[src/rtl/dchain_pkg.sv]
package dchain_pkg;
  typedef enum logic [2:0] {
    CMD_OUT_MORE = 3'd0,
    CMD_OUT_LAST = 3'd1,
    CMD_IN_MORE  = 3'd2,
    CMD_IN_LAST  = 3'd3,
    CMD_STOP     = 3'd7
  } descCmd_e;

  localparam logic [1:0] CTL_NEVER = 2'b00;

  typedef struct packed {
    logic load;
    logic advance;
    logic stopSel;
  } dpStrobe_t;
endpackage

[src/rtl/dchain_ctrl.sv]
module dchain_ctrl
  import dchain_pkg::*;
(
  input  logic      clk,
  input  logic      rstN,
  input  logic      reqValid,
  input  logic      descReady,
  input  logic      isLast,
  output dpStrobe_t strobe,
  output logic      reqReady,
  output logic      descValid,
  output logic      chainDone
);
  typedef enum logic [1:0] {ST_IDLE, ST_DATA, ST_STOP} state_e;
  state_e state, nextState;

  always_comb begin
    strobe    = '0;
    reqReady  = 1'b0;
    descValid = 1'b0;
    chainDone = 1'b0;
    nextState = state;
    case (state)
      ST_IDLE: begin
        reqReady = 1'b1;
        if (reqValid) begin
          strobe.load = 1'b1;
          nextState   = ST_DATA;
        end
      end
      ST_DATA: begin
        descValid = 1'b1;
        if (descReady) begin
          strobe.advance = 1'b1;
          if (isLast) nextState = ST_STOP;
        end
      end
      ST_STOP: begin
        descValid      = 1'b1;
        strobe.stopSel = 1'b1;
        if (descReady) begin
          chainDone = 1'b1;
          nextState = ST_IDLE;
        end
      end
      default: nextState = ST_IDLE;
    endcase
  end

  always_ff @(posedge clk) begin
    if (!rstN) state <= ST_IDLE;
    else       state <= nextState;
  end

  // accepted final data descriptor is always followed by the stop descriptor
  assert_stop_follows_R7: assert property (@(posedge clk) disable iff (!rstN)
    (descValid && descReady && !strobe.stopSel && isLast) |=> (descValid && strobe.stopSel));

  // done is a single-cycle pulse and the block is idle right after
  assert_done_pulse_R11: assert property (@(posedge clk) disable iff (!rstN)
    chainDone |=> (!chainDone && reqReady));
endmodule

[src/rtl/dchain_dp.sv]
module dchain_dp
  import dchain_pkg::*;
#(
  parameter int ADDR_W     = 32,
  parameter int LEN_W      = 24,
  parameter int PAGE_BYTES = 4096
) (
  input  logic              clk,
  input  logic              rstN,
  input  dpStrobe_t         strobe,
  input  logic [ADDR_W-1:0] reqAddr,
  input  logic [LEN_W-1:0]  reqLen,
  input  logic              reqRead,
  output logic              isLast,
  output logic [2:0]        descCmd,
  output logic [LEN_W-1:0]  descCount,
  output logic [ADDR_W-1:0] descAddr
);
  localparam int PAGE_W = $clog2(PAGE_BYTES);
  localparam logic [LEN_W-1:0] PAGE_LEN = LEN_W'(PAGE_BYTES);

  logic [ADDR_W-1:0] curAddr;
  logic [LEN_W-1:0]  remLen;
  logic              dirRead;
  logic [LEN_W-1:0]  toBoundary;
  logic [LEN_W-1:0]  chunk;

  // bytes left up to the next page boundary; a full page when aligned
  always_comb begin
    toBoundary = PAGE_LEN - LEN_W'(curAddr[PAGE_W-1:0]);
    isLast     = (remLen <= toBoundary);
    chunk      = isLast ? remLen : toBoundary;
  end

  always_comb begin
    if (strobe.stopSel) begin
      descCmd   = CMD_STOP;
      descCount = '0;
      descAddr  = '0;
    end else begin
      if (dirRead) descCmd = isLast ? CMD_IN_LAST  : CMD_IN_MORE;
      else         descCmd = isLast ? CMD_OUT_LAST : CMD_OUT_MORE;
      descCount = chunk;
      descAddr  = curAddr;
    end
  end

  always_ff @(posedge clk) begin
    if (!rstN) begin
      curAddr <= '0;
      remLen  <= '0;
      dirRead <= 1'b0;
    end else if (strobe.load) begin
      curAddr <= reqAddr;
      remLen  <= reqLen;
      dirRead <= reqRead;
    end else if (strobe.advance) begin
      curAddr <= curAddr + ADDR_W'(chunk);
      remLen  <= remLen - chunk;
    end
  end

  // no descriptor ever exceeds one page
  assert_count_le_page_R4: assert property (@(posedge clk) disable iff (!rstN)
    descCount <= PAGE_LEN);

  // after an accepted "more" chunk the next address is page aligned
  assert_more_ends_on_page_R3: assert property (@(posedge clk) disable iff (!rstN)
    (strobe.advance && !isLast) |=> (curAddr[PAGE_W-1:0] == '0));
endmodule

[src/rtl/dchain_top.sv]
module dchain_top
  import dchain_pkg::*;
#(
  parameter int ADDR_W     = 32,
  parameter int LEN_W      = 24,
  parameter int PAGE_BYTES = 4096
) (
  input  logic              clk,
  input  logic              rstN,
  input  logic              reqValid,
  output logic              reqReady,
  input  logic [ADDR_W-1:0] reqAddr,
  input  logic [LEN_W-1:0]  reqLen,
  input  logic              reqRead,
  output logic              descValid,
  input  logic              descReady,
  output logic [2:0]        descCmd,
  output logic [LEN_W-1:0]  descCount,
  output logic [ADDR_W-1:0] descAddr,
  output logic [1:0]        descIntr,
  output logic [1:0]        descWait,
  output logic [1:0]        descBranch,
  output logic              chainDone
);
  dpStrobe_t strobe;
  logic      isLast;

  dchain_ctrl u_ctrl (
    .clk(clk), .rstN(rstN), .reqValid(reqValid), .descReady(descReady),
    .isLast(isLast), .strobe(strobe), .reqReady(reqReady),
    .descValid(descValid), .chainDone(chainDone)
  );

  dchain_dp #(.ADDR_W(ADDR_W), .LEN_W(LEN_W), .PAGE_BYTES(PAGE_BYTES)) u_dp (
    .clk(clk), .rstN(rstN), .strobe(strobe), .reqAddr(reqAddr), .reqLen(reqLen),
    .reqRead(reqRead), .isLast(isLast), .descCmd(descCmd),
    .descCount(descCount), .descAddr(descAddr)
  );

  assign descIntr   = CTL_NEVER;
  assign descWait   = CTL_NEVER;
  assign descBranch = CTL_NEVER;

  // stalled descriptor holds its contents
  assert_hold_stalled_R9: assert property (@(posedge clk) disable iff (!rstN)
    (descValid && !descReady) |=> (descValid && $stable(descCmd) && $stable(descCount) && $stable(descAddr)));

  // no request accepted while a descriptor is pending
  assert_idle_accept_R1: assert property (@(posedge clk) disable iff (!rstN)
    (reqValid && reqReady) |=> (descValid && !reqReady));

  // stop descriptor carries zero count and address
  assert_stop_zero_R7: assert property (@(posedge clk) disable iff (!rstN)
    (descValid && descCmd == 3'd7) |-> (descCount == '0 && descAddr == '0));
endmodule

[config.mk]
export PLATFORM = sky130hd
export DESIGN_NAME = dchain_top
export DESIGN_NICKNAME = d
export VERILOG_FILES = /design/src/rtl/dchain_pkg.sv /design/src/rtl/dchain_ctrl.sv /design/src/rtl/dchain_dp.sv /design/src/rtl/dchain_top.sv
export SDC_FILE = /design/constraint.sdc
export NUM_CORES = 1
export LEC_CHECK = 0
export BUFFER_PORTS_ARGS = -buffer_cell sky130_fd_sc_hd__buf_2
export CORE_AREA = 5 5 107 109
export CTS_CLUSTER_SIZE = 20
export DETAILED_ROUTE_END_ITERATION = 10
export DIE_AREA = 0 0 112 114
export PLACE_DENSITY = 0.81
export SKIP_CTS_REPAIR_TIMING = 1
export SYNTH_ARGS = -nofsm -noshare
export SYNTH_HDL_FRONTEND = slang
export SYNTH_SLANG_ARGS = --single-unit
export TNS_END_PERCENT = 100
[constraint.sdc]
create_clock -name clk -period 6.4 [get_ports clk]
set_input_delay 0.64 -clock clk [delete_from_list [all_inputs] [get_ports clk]]
set_output_delay 0.64 -clock clk [all_outputs]
set_load 0.03 [all_outputs]
==> results.json <==
{
  "outcome": "finished clean",
  "fmax_mhz": 164,
  "syn-mean-instance-area_um2": 7.42,
  "final_common_cell": "buf_2",
  "track_usage_pct": 24.1,
  "hold_path_end": "u_dp.dirRead",
  "hold_viol_final": 0,
  "clk_path_buf_depth": 2,
  "p_leak_nw": 3.14,
  "htree_levels": 3,
  "insertion_delay_ns": 0.35,
  "slowest_delay_ns": 0.41,
  "dp_hpwl_um": 11400,
  "reg2reg_to": "u_dp.curAddr[30]",
  "first_pass_iters": 5,
  "path_delay_family": "compound AO/OA/AOI/OAI gates",
  "synthFlopType": "dfxtp_1",
  "vdd_ir_drop_max_mv": 0.183,
  "pre_cts_ws_ns": 0.216,
  "antenna_found_initial": 0,
  "placementRows": 38,
  "hold_depth": 2,
  "num-fill-cells": 964,
  "numPortBuffers": 111,
  "fin_crit_ns": 6.08,
  "min-delay-start": "u_dp.dirRead",
  "clock_skew_ns": 0.0106,
  "syn-cell-area_um2": 5680,
  "vias": 5834,
  "arrival_ns": 6.32,
  "detail-route-antenna-nets": 0,
  "ios": 129,
  "cts.sinks": 59,
  "yosysSeqAreaShare_pct": 20.8,
  "grt_pass1_vias": 5481,
  "cts_tree": "built",
  "fin_setup_tns_ns": 0,
  "diodes": 0,
  "crit_buf_inv": 5,
  "worstHoldPathType": "flop to flop",
  "cts_buffers": 9,
  "vias_per_cell": 5.74,
  "period_share_pct": 95.0,
  "yosys_warnings": 0,
  "die_x_um": 112,
  "cts-root-buf": "clkbuf_8",
  "reg2reg_from": "u_dp.curAddr[0]",
  "synth_cells": 766,
  "cp-start-kind": "flop",
  "die_y_um": 114,
  "ys_seq_elements": 59,
  "slew_headroom_pct": 32.1,
  "path_clk_slew_ns": 0.08,
  "r2r_cells": 27,
  "crit_path_end_kind": "flop",
  "start_util_pct": 54.1,
  "wl_per_cell_um": 15.5,
  "gp_congestion": 0.954,
  "die-area_um2": 12800,
  "drt_iter0_drc": 350,
  "fin_ws_ns": 0.319,
  "fp.coreArea_um2": 10500,
  "crit_required_ns": 6.64,
  "power.total_w": 0.00290,
  "critPathSlowestCell": "or3_1",
  "worstMarginPinSlew_ns": 1.02,
  "crit_fanout": 5,
  "post-route-drc-count": 0,
  "worstSetupPathType": "flop to flop",
  "drive_above_1_share_pct": 18.9,
  "mostFrequentLayoutCells": "111 x buf_2, 86 x nand2_1, 59 x a21oi_1, 59 x dfxtp_1, 58 x nor2_1",
  "overflow": 0,
  "setup_viol": 0,
  "yosysUniqueCellTypes": 65,
  "grt_pass1_wl_um": 25700,
  "nNetsFinal": 989,
  "routed_wl_um": 15800,
  "synth-edff-count": 0,
  "p_per_area_nw_per_um2": 442,
  "grt_max_degree": 99,
  "layout-area-overhead-vs-synth_pct": 15.4,
  "final-max-slew-violation-count": 0,
  "rrSetupSlack_ns": 0.32,
  "async_flop_share_pct": 0,
  "maxCapViolations": 0
}
## cells by family (layout without fill, tap and decap cells)
kind of cell    count (synthesis)  after routing  share of synthesized area, %
compound gates                228            228                          25.6
xor+xnor                       47             47                          7.24
other cells                     1             28                        0.0660
mux                            14             14                          2.88
fa+ha+maj                      57             57                          12.8
simple gates                  266            266                          23.1
buf+inv                        94            177                          7.53
flops                          59             59                          20.8
## how the worst max path moves through the flow
stage,from,endpoint,depth (start not counted)
6_report,u_dp.curAddr[0],u_dp.curAddr[30],27
5_1_grt,u_dp.curAddr[1],u_dp.curAddr[30],27
4_1_cts,u_dp.curAddr[0],u_dp.curAddr[30],26
3_5_place_dp,u_dp.curAddr[1],u_dp.curAddr[30],26
3_3_place_gp,u_dp.curAddr[1],u_dp.curAddr[30],25
2_1_floorplan,u_dp.curAddr[1],u_dp.curAddr[24],25
## stage by stage
step / instances / util, % / hold slack, ns / instance area (um2)
4_1_cts: 1015 / 62.0 / 0.464 / 6510
3_5_place_dp: 999 / 60.1 / 0.453 / 6310
3_3_place_gp: 999 / 60.1 / 0.441 / 6310
6_report: 1016 / 62.4 / 0.460 / 6560
5_1_grt: 1016 / 62.4 / 0.502 / 6560
2_1_floorplan: 793 / - / 0.432 / 5780
## power by group
part	switching, W	leakage, nW	internal, W
clock network	0.000179	0.0962	0.000182
registers	0.000102	0.489	0.000448
logic	0.00122	2.56	0.000772
total	0.00150	3.14	0.00140
## worst reg2reg max path, cell delays in order, from the launching register on
cell,delay [ns]
dfxtp_1,0.35
inv_1,0.14
ha_1,0.20
nand2_1,0.08
or3_1,0.34
or3_1,0.41
nor3_2,0.19
xnor2_1,0.18
inv_1,0.08
ha_1,0.29
a21o_1,0.16
a21o_1,0.17
a21oi_1,0.21
nand2_2,0.11
a2bb2oi_4,0.22
buf_4,0.18
mux2i_2,0.24
inv_1,0.09
ha_1,0.34
o211a_1,0.22
o31a_1,0.11
o21ai_0,0.26
o21ai_0,0.14
buf_4,0.17
o211ai_1,0.21
a311oi_2,0.23
or2_2,0.36
o311a_1,0.30
## Yosys cell counts (4+ instances only)
| master | instances | area, um2 |
|---|---|---|
| a211oi_1 | 9 | 67.6 |
| buf_4 | 18 | 135 |
| nand3_1 | 13 | 65.1 |
| ha_1 | 55 | 688 |
| xor2_1 | 22 | 193 |
| or2_2 | 4 | 25.0 |
| nor2_1 | 58 | 218 |
| a311oi_1 | 14 | 123 |
| a21o_1 | 17 | 128 |
| o211ai_1 | 16 | 120 |
| and2_1 | 4 | 25.0 |
| dfxtp_1 | 59 | 1180 |
| clkbuf_1 | 32 | 120 |
| o21ai_0 | 56 | 280 |
| or3_1 | 6 | 37.5 |
| nor2b_1 | 37 | 231 |
| inv_1 | 40 | 150 |
| o21a_1 | 10 | 75.1 |
| mux2i_1 | 7 | 70.1 |
| o21bai_1 | 6 | 45.0 |
| a31oi_1 | 17 | 106 |
| xnor2_1 | 25 | 219 |
| nand2_1 | 87 | 327 |
| a21oi_1 | 59 | 295 |
| nor3_1 | 19 | 95.1 |
| nand4_1 | 6 | 37.5 |
| mux2i_2 | 6 | 82.6 |
| nand2b_1 | 6 | 37.5 |
| and3_1 | 7 | 43.8 |
## per-layer routing
| layer | track usage, % | part of all wire (%) | vias to the layer above |
|---|---|---|---|
| met1 | 30.1 | 42 | 2680 |
| met2 | 41.6 | 48 | 211 |
| met5 | 0 | 0 | - |
| li1 | - | - | 2899 |
| met3 | 4.62 | 6.7 | 44 |
| met4 | 8.97 | 3.2 | 0 |
## registers in the layout (all words and copies together) (netlist names)
| signal | flops |
|---|---|
| u_ctrl.state | 2 |
| u_dp.curAddr | 32 |
| u_dp.dirRead | 1 |
| u_dp.remLen | 24 |
## area by class of cell
type	instances	area, um2	area share, %
Timing Repair Buffer	121	634	9.67
Clock inverter	7	76.3	1.16
Tap cell	140	175	2.67
Multi-Input combinational cell	640	4220	64.3
Sequential cell	59	1180	18.0
Inverter	40	150	2.29
Clock buffer	9	124	1.89
(Power assumes the default switching activity.)
